## src/rtl/task_reloc_trap.sv

```systemverilog
module task_reloc_trap #(
  parameter int LADDR_W = 16,
  parameter int PADDR_W = 18,
  parameter int DATA_W  = 16,
  parameter int OP_W    = 6
) (
  input  logic               clk,
  input  logic               rst_n,
  input  logic               sup_i,
  input  logic               cfg_we_i,
  input  logic [2:0]         cfg_sel_i,
  input  logic [PADDR_W-1:0] cfg_wdata_i,
  input  logic               cpu_req_i,
  input  logic               cpu_we_i,
  input  logic [LADDR_W-1:0] cpu_addr_i,
  output logic               mem_req_o,
  output logic               mem_we_o,
  output logic [PADDR_W-1:0] mem_addr_o,
  output logic               fault_o,
  output logic [LADDR_W-1:0] fault_addr_o,
  input  logic               ins_valid_i,
  input  logic [DATA_W-1:0]  ins_word_i,
  output logic               trap_o,
  output logic               trap_local_o
);
  localparam int SUM_W = PADDR_W + 1;

  logic [PADDR_W-1:0] base_q, limit_q;
  logic [OP_W-1:0]    trap_lo_q, trap_hi_q, loc_lo_q, loc_hi_q;
  logic [SUM_W-1:0]   sum;
  logic               viol, cfg_ok;
  logic [OP_W-1:0]    opcode;
  logic               in_trap, in_loc;

  assign sum  = {1'b0, base_q} + {{(SUM_W-LADDR_W){1'b0}}, cpu_addr_i};
  assign viol = sum[PADDR_W] | (sum[PADDR_W-1:0] > limit_q);

  assign mem_addr_o = sum[PADDR_W-1:0];
  assign mem_we_o   = cpu_we_i;
  assign mem_req_o  = cpu_req_i & ~viol;

  assign opcode  = ins_word_i[DATA_W-1 -: OP_W];
  assign in_trap = (opcode >= trap_lo_q) && (opcode <= trap_hi_q);
  assign in_loc  = (opcode >= loc_lo_q) && (opcode <= loc_hi_q);
  assign cfg_ok  = cfg_we_i & sup_i;

  always_ff @(posedge clk or negedge rst_n) begin
    if (!rst_n) begin
      base_q    <= '0;
      limit_q   <= '1;
      trap_lo_q <= OP_W'(1);
      trap_hi_q <= '0;
      loc_lo_q  <= OP_W'(1);
      loc_hi_q  <= '0;
    end else if (cfg_ok) begin
      case (cfg_sel_i)
        3'd0: base_q    <= cfg_wdata_i;
        3'd1: limit_q   <= cfg_wdata_i;
        3'd2: trap_lo_q <= cfg_wdata_i[OP_W-1:0];
        3'd3: trap_hi_q <= cfg_wdata_i[OP_W-1:0];
        3'd4: loc_lo_q  <= cfg_wdata_i[OP_W-1:0];
        3'd5: loc_hi_q  <= cfg_wdata_i[OP_W-1:0];
        default: ;
      endcase
    end
  end

  always_ff @(posedge clk or negedge rst_n) begin
    if (!rst_n) begin
      fault_o      <= 1'b0;
      fault_addr_o <= '0;
      trap_o       <= 1'b0;
      trap_local_o <= 1'b0;
    end else begin
      fault_o      <= cpu_req_i & viol;
      if (cpu_req_i & viol) fault_addr_o <= cpu_addr_i;
      trap_o       <= ins_valid_i & in_trap;
      trap_local_o <= ins_valid_i & in_trap & in_loc;
    end
  end

  AST_BLOCKED_THEN_FAULT: assert property (@(posedge clk) disable iff (!rst_n)
    (cpu_req_i && !mem_req_o) |=> fault_o);
  AST_FAULT_ADDR: assert property (@(posedge clk) disable iff (!rst_n)
    fault_o |-> fault_addr_o == $past(cpu_addr_i));
  AST_LOCAL_IS_TRAP: assert property (@(posedge clk) disable iff (!rst_n)
    trap_local_o |-> trap_o);
  AST_NO_TRAP_IDLE: assert property (@(posedge clk) disable iff (!rst_n)
    !ins_valid_i |=> !trap_o);
  AST_CFG_LOCK: assert property (@(posedge clk) disable iff (!rst_n)
    !$past(sup_i) |-> ($stable(base_q) && $stable(limit_q)));
endmodule

```

## config.mk

```make
export PLATFORM = sky130hd
export DESIGN_NAME = task_reloc_trap
export DESIGN_NICKNAME = d
export VERILOG_FILES = /design/src/rtl/task_reloc_trap.sv
export SDC_FILE = /design/constraint.sdc
export NUM_CORES = 1
export LEC_CHECK = 0
export ABC_AREA = 1
export CAP_MARGIN = 20
export CORE_MARGIN = 2
export CORE_UTILIZATION = 55
export CTS_BUF_LIST = sky130_fd_sc_hd__clkbuf_16
export DETAILED_ROUTE_END_ITERATION = 7
export HOLD_SLACK_MARGIN = 0.02
export MAX_ROUTING_LAYER = met4
export PLACE_DENSITY = 0.81
export SLEW_MARGIN = 30
export SYNTH_ARGS = -nofsm -noshare
export SYNTH_HDL_FRONTEND = slang
export SYNTH_SLANG_ARGS = --single-unit
export TNS_END_PERCENT = 10
```

## constraint.sdc

```tcl
create_clock -name clk -period 11.6 [get_ports clk]
set_input_delay 2.32 -clock clk [delete_from_list [all_inputs] [get_ports clk]]
set_output_delay 2.32 -clock clk [all_outputs]
set_load 0.05 [all_outputs]
```

# Word-level counts from Yosys, hierarchy flattened
# Cells that the tools add are included.
# classes
n_eq_ne	5
order_cmp	5
n_shift	0
mul	0
bitwise_logic	7
div_mod_pow	0
mux	0
addsub	1
reduce_logical	9
# ops
op	count
$add A18 B16 Y19	1
$gt A18 B18 Y1	1
$ge A6 B6 Y1	2
$le A6 B6 Y1	2
$reduce_and A2 Y1	6
$eq A3 B2 Y1 const B	2
$eq A3 B3 Y1 const B	2
$and A1 B1 Y1	5
$eq A3 B1 Y1 const B	1
$logic_not A3 Y1	1
$logic_and A1 B1 Y1	2
$not A1 Y1	1
$or A1 B1 Y1	1
# totals
latch_bits	0
output_inout_bits	39
wordCells	37
ram_bits	0
ff_bits	79
inputBits	60
mem_count	0
rom_bits	0

# Longest topological paths before layout
# Gate-level depths: netlist (run 1).
# depth
word_depth	5
depth_mapped	23
ltp_nobuf	22

# Worst setup path after synthesis (run 1)
# No wires, ideal clock.
# synth_timing
path_type	input port to output port
from	input port cpu_addr_i[0]
to	output port mem_req_o
arrival_time_ns	6.260
n_path_buf	1
t_required_ns	9.280
path_slack_ns	3.020
cell_stages	19
path_cell_list	ha_1 inv_1 fa_1 nor3_1 nor2_1 o21bai_1 a21oi_1 xnor2_1 ha_1 nand2_1 inv_1 nand2_1 nand2_1 a21oi_1 nand3_1 nand2_1 nand2_4 buf_4 nor2_1
# synth_between
elab_chain_len	5
# synth_lines
item	line	rtl
start: declaration	15	input logic [LADDR_W-1:0] cpu_addr_i,
$add A18 B16 Y19	35	assign sum = {1'b0, base_q} + {{(SUM_W-LADDR_W){1'b0}}, cpu_addr_i};
named net mem_addr_o[12]	18	output logic [PADDR_W-1:0] mem_addr_o,
$gt A18 B18 Y1	36	assign viol = sum[PADDR_W] | (sum[PADDR_W-1:0] > limit_q);
$or A1 B1 Y1	36	
$not A1 Y1	40	assign mem_req_o = cpu_req_i & ~viol;
$and A1 B1 Y1	40	
end: declaration	16	output logic mem_req_o,
# The timed path passes the listed nets, and every way through them passes these cells.

# Worst setup path in the final report (run 1)
# layout_timing
from	input port cpu_addr_i[0]
to	output port mem_req_o
# layout_between
elab_chain_len	5
# layout_lines
item	line
$add A18 B16 Y19 (*)	35
$gt A18 B18 Y1	36
$or A1 B1 Y1 (*)	36
$not A1 Y1 (*)	40
$and A1 B1 Y1 (*)	40
# Mark *: on every way between the ends. The rest lies on a longest branch, timed or not.

==> impl_metrics.tcl, run 1 <==
set metrics [dict create \
    finalHoldViolations 0 \
    startpoint "cpu_addr_i[0]" \
    endpoint "mem_req_o" \
    fp.dieW_um 99.1 \
    status "complete, no violations" \
    r2r_cells 21 \
    timing.rr.start "base_q[0]$_DFFE_PN0P_" \
    diodes 0 \
    max_freq_mhz 111 \
    initial_utilization_pct 56.7 \
    portBuffers 86 \
    grt_pass1_wl_um 20800 \
    ys_types 32 \
    rsz0062_at_grt "false" \
    dr.pass1.iters 4 \
    worstHoldPathType "flop to flop" \
    antenna_found_initial 0 \
    arrival_ns 6.66 \
    vias_per_cell 5.32 \
    nets 834 \
    holdBufCountCts 0 \
    max_slew_margin_pct 53.0 \
    powerDensity_nw_per_um2 235 \
    wire_per_inst_um 15.0 \
    rows 34 \
    period_share_pct 77.5 \
    numCtsBuffers 9 \
    syn_to_final_growth_pct 25.0 \
    cts_tree "built" \
    cts-root-buf "clkbuf_16" \
    drcViolationCount 0 \
    num_vias 4407 \
    htreeDepth 3 \
    num-fill-cells 706 \
    gp_congestion 0.956 \
    grt_pass1_vias 4286 \
    clkTransAtPathRegs_ns 0.06 \
    drv_slew 0 \
    maxCapViolations 0 \
    die-area_um2 9810 \
    cts.sink_count 79 \
    netlist_instances 634 \
    grt_max_degree 80 \
    place_ws_ns 2.68 \
    hpwl_um 9400 \
    worst_slack_ns 2.62 \
    ys_seq_area_share_pct 40.3 \
    yosysWarnings 0 \
    clock_skew_ns 0.00756 \
    cp.required_ns 9.28 \
    crit_path_start_kind "input port" \
    syn-num-nets 753 \
    syn_area_um2 4970 \
    ys_seq_elements 79 \
    multiInputGateArea_um2 2530 \
    crit_type "input port to output pin" \
    drive_gt1_share_pct 6.25 \
    clockBufferDepth 2 \
    rr_endpoint "fault_addr_o[10]$_DFFE_PN0P_" \
    seq_area_um2 2000 \
    ios 99 \
    core_um2 8760 \
    irDropWorstVdd_uv 164 \
    rrSetupSlack_ns 7.89 \
    cts_setup_buffers 0 \
    ys_top_cells_by_area "dfrtp_1 30%, ha_1 15%, nand2_1 13%" \
    path_max_fanout 18 \
    tightest_slew_ns 0.704 \
    clock_latency_ns 0.34 \
    drt_iter0_markers 264 \
    cts_resized 0 \
    endpoint_kind "output pin" \
    synth_top_area_share_pct 29.7 \
    min_period_ns 8.98 \
    ant_nets 0 \
    wl_um 12400 \
    track_usage_pct 27.8 \
    fin_tns_setup_ns 0 \
    leakagePower_nw 3.19 \
    synth_area_per_cell_um2 7.84 \
    yosysTopAreaCell "dfrtp_1" \
    setup_viol 0 \
    overflow 0 \
    die_y_um 99.1 \
]
## routing by layer
layer	part of all wire [%]	vias up	global-route usage, %
li1	-	2196	-
met4	1.7	0	8.75
met3	5.9	22	3.76
met5	0	-	-
met2	45	135	40.6
met1	48	2054	40.3
## critical path, stage by stage
cell and delay (ns):
clkdlybuf4s50_1 0.50, ha_1 0.24, inv_1 0.08, fa_1 0.49, nor3_1 0.23, nor2_1 0.09
o21bai_1 0.24, a21oi_1 0.14, xnor2_1 0.29, ha_1 0.29, nand2_1 0.08, inv_1 0.04
nand2_1 0.05, nand2_1 0.05, a21oi_1 0.20, nand3_1 0.11, nand2_1 0.12, nand2_4 0.15
nor2_1 0.13, clkdlybuf4s50_1 0.81
## where the power goes
part           internal (W)  total [W]  leakage, nW  switching [W]
Sequential         0.000358   0.000400        0.955      0.0000424
Clock              0.000189   0.000310        0.152       0.000121
Combinational      0.000255   0.000754         2.09       0.000499
Total              0.000802    0.00146         3.19       0.000662
## sequential cells by signal (all words and copies together), names as in the netlist
name / flops
trap_o: 1
trap_lo_q: 6
loc_lo_q: 6
base_q: 18
trap_local_o: 1
limit_q: 18
trap_hi_q: 6
loc_hi_q: 6
fault_o: 1
fault_addr_o: 16
## layout make-up
| class | instances | area share (%) |
|---|---|---|
| clock inverter | 7 | 1.57 |
| tap | 108 | 2.17 |
| clock buffer | 9 | 3.62 |
| multi-input combinational | 441 | 40.6 |
| timing repair buffer | 86 | 13.9 |
| sequential | 79 | 32.2 |
| inverter | 98 | 5.92 |
## per-stage QoR
| step | power [W] | utilization [%] | std cells | cell area [µm²] | hold WS, ns |
|---|---|---|---|---|---|
| 2_1_floorplan | 0.000921 | - | 634 | 4970 | 0.453 |
| 3_3_place_gp | 0.00113 | 67.1 | 812 | 5880 | 0.453 |
| 3_5_place_dp | 0.00115 | 67.2 | 812 | 5890 | 0.457 |
| 4_1_cts | 0.00147 | 70.9 | 828 | 6210 | 0.473 |
| 5_1_grt | 0.00156 | 70.9 | 828 | 6220 | 0.495 |
| 6_report | 0.00146 | 70.9 | 828 | 6220 | 0.469 |
## cell usage after synthesis, drive strengths merged
cell / instances
o21bai: 2
inv: 98
a21oi: 30
clkbuf: 11
o211ai: 3
o2111ai: 1
fa: 1
nand2: 177
o21a: 1
a31oi: 1
o2111a: 1
nand4: 4
nand3: 30
ha: 58
nor2: 38
buf: 5
nand3b: 1
nor3: 3
a32oi: 1
a21o: 3
dfrtp: 59
dfstp: 20
xor2: 10
o21ai: 70
xnor2: 6
## kinds of logic after synthesis
family                     count (synthesis)  synth area share (%)
AOI/OAI and AO/OA                        113                  12.1
xor gates and xnor gates                  16                  2.82
adders and majority gates                 59                  15.0
buffers and inverters                    114                  9.01
DFF                                       79                  40.3
and+or+nand+nor                          253                  20.8
## how the worst min path moves through the flow
stage                            startpoint                           end  depth (start not counted)  slack, ns
2_1_floorplan       loc_hi_q[1]$_DFFE_PN0P_       loc_hi_q[1]$_DFFE_PN0P_                          2       0.45
3_3_place_gp   fault_addr_o[13]$_DFFE_PN0P_  fault_addr_o[13]$_DFFE_PN0P_                          2       0.45
3_5_place_dp    fault_addr_o[7]$_DFFE_PN0P_   fault_addr_o[7]$_DFFE_PN0P_                          2       0.46
4_1_cts         fault_addr_o[7]$_DFFE_PN0P_   fault_addr_o[7]$_DFFE_PN0P_                          2       0.47
5_1_grt         fault_addr_o[3]$_DFFE_PN0P_   fault_addr_o[3]$_DFFE_PN0P_                          2       0.49
6_report        fault_addr_o[4]$_DFFE_PN0P_   fault_addr_o[4]$_DFFE_PN0P_                          2       0.47
## placed cells by master, fill, tap and decap left out, types with 2 or more instances in the layout
master,netlist,layout
nand2_4,2,2
o21ai_0,69,69
a21o_1,3,3
nand2_2,1,3
a21oi_1,30,30
o21bai_1,2,2
o211ai_1,3,3
clkbuf_16,0,9
dfrtp_1,59,59
clkinvlp_4,0,2
inv_1,98,98
nand4_1,4,4
nand2_1,174,172
clkinv_4,0,2
nor2_2,2,2
dfstp_2,20,20
nor2_1,36,36
nand3_1,30,30
xnor2_1,6,6
xor2_1,10,10
ha_1,58,58
clkdlybuf4s50_1,0,85
bufinv_16,0,2
nor3_1,2,2
(Power assumes the default switching activity.)
==> inputs of run 2 (changes only) <==
CORE_UTILIZATION = 47   (was 55)
PLACE_DENSITY = 0.74   (was 0.81)
clock period = 7.3 ns   (was 11.6 ns; I/O delays follow)
==> impl_metrics.tcl, run 2 (synthesis results as in run 1) <==
set metrics [dict create \
    antenna_found_initial 0 \
    reg.largest.list "base_q (18), limit_q (18), fault_addr_o (16)" \
    grt_max_degree 80 \
    cts_tree "built" \
    grt_pass1_vias 4253 \
    die-area_um2 11400 \
    syn_to_final_growth_pct 24.4 \
    min_period_ns 6.64 \
    num_vias 4307 \
    portBuffers 86 \
    stdcell_area_um2 6190 \
    hold-worst-slack_ns 0.474 \
    rsz0062_at_grt "false" \
    grt_pass1_wl_um 20100 \
    arrival_ns 5.18 \
    ios 99 \
    crit_path_start_kind "input port" \
    worstHoldPathType "flop to flop" \
    leakagePower_nw 3.19 \
    fin_cells 856 \
    status "complete, no violations" \
    overflow 0 \
    cts-root-buf "clkbuf_16" \
    clockBufferDepth 2 \
    maxCapViolations 0 \
    endpoint_kind "output pin" \
    timing.rr.start "base_q[0]$_DFFE_PN0P_" \
    path_max_fanout 18 \
    drive_gt1_share_pct 5.97 \
    hp-start "fault_addr_o[11]$_DFFE_PN0P_" \
    initial_utilization_pct 48.4 \
    period_share_pct 91.0 \
    die_y_um 107 \
    holdBufCountCts 0 \
    holdPathStages 2 \
    crit_type "input port to output pin" \
    clock_skew_ns 0.00758 \
    htreeDepth 3 \
    hpwl_um 9270 \
    core_um2 10300 \
    layout_commonest_cell "nand2_1" \
    ant_nets 0 \
    diodes 0 \
    clock_latency_ns 0.33 \
    finalHoldViolations 0 \
    tightest_slew_ns 0.722 \
    max_slew_margin_pct 51.9 \
    final_cell_mix "172 x nand2_1, 101 x inv_1, 84 x clkdlybuf4s50_1" \
    clkTransAtPathRegs_ns 0.06 \
    fin_tns_setup_ns 0 \
    rows 37 \
    r2r_cells 21 \
    cts.sink_count 79 \
    max_freq_mhz 151 \
    drv_slew 0 \
    irDropWorstVdd_uv 192 \
    fp.dieW_um 107 \
    holdPathEnd "fault_addr_o[11]$_DFFE_PN0P_" \
    cts_resized 0 \
    dpl_cell_area_um2 5920 \
    startpoint "cpu_addr_i[0]" \
    track_usage_pct 23.2 \
    dr.pass1.iters 5 \
    gp_congestion 0.902 \
    post-place-cells 840 \
    nets 834 \
    powerDensity_nw_per_um2 359 \
    vias_per_cell 5.03 \
    wl_um 11800 \
    rr_endpoint "fault_addr_o[8]$_DFFE_PN0P_" \
    drcViolationCount 0 \
    wire_per_inst_um 13.8 \
    numCtsBuffers 9 \
    drt_iter0_markers 261 \
    cts_setup_buffers 0 \
    cp.required_ns 5.84 \
    rrSetupSlack_ns 3.62 \
    setup_viol 0 \
]
## run 2: changes by cell type in the layout (fill, tap and decap cells not counted)
| cell | previous run | this run |
|---|---|---|
| clkinv_4 | 2 | 1 |
| clkdlybuf4s50_1 | 85 | 84 |
| bufinv_16 | 2 | 0 |
| inv_1 | 98 | 101 |
| clkinvlp_4 | 2 | 0 |
| buf_4 | 0 | 1 |
| clkinv_2 | 1 | 3 |
## run 2: through the flow
stage	util, %	power (W)	setup WS, ns
2_1_floorplan	-	0.00146	0.440
3_3_place_gp	57.6	0.00180	0.789
3_5_place_dp	57.6	0.00183	0.728
4_1_cts	60.1	0.00223	0.689
5_1_grt	60.2	0.00239	0.176
6_report	60.2	0.00222	0.660
## run 2: power breakdown
group | internal (W) | leakage (nW) | switching, W
logic | 0.000403 | 2.09 | 0.000787
registers | 0.000569 | 0.955 | 0.0000693
clock network | 0.000225 | 0.143 | 0.000169
total | 0.00120 | 3.19 | 0.00103
## run 2: layer usage
metal / GRT usage [%] / wire [µm]
met1: 32.2 / 5930
met2: 35.2 / 5250
met3: 3.53 / 460
met4: 7.70 / 174
met5: - / 0
## run 2: area by class of cell
class / count / area, µm²
timing repair buffer: 86 / 860
fill: 946 / 4090
clock buffer: 9 / 225
multi-input combinational: 441 / 2530
clock inverter: 7 / 35.0
inverter: 98 / 368
tap: 136 / 170
sequential: 79 / 2000
## run 2: worst max path at each step
stage	cells past startpoint	slack [ns]	to
CTS	21	0.69	mem_req_o
floorplan	19	0.44	mem_req_o
global route	21	0.18	mem_req_o
detailed placement	21	0.73	mem_req_o
global placement	20	0.79	mem_req_o
finish	21	0.66	mem_req_o
## run 2: worst max-delay path, cell delays in order
cell and delay, ns:
clkdlybuf4s50_1 0.51, ha_1 0.25, inv_1 0.07, fa_1 0.46, nor3_1 0.22, nor2_1 0.10, o21bai_1 0.25, nand3_1 0.11
nand2_1 0.10, xor2_1 0.21, ha_1 0.26, nand2_1 0.09, inv_1 0.06, nand2_1 0.08, nand2_1 0.05, a21oi_1 0.17
nand3_1 0.10, nand2_1 0.13, nand2_4 0.16, nor2_1 0.13, buf_4 0.21
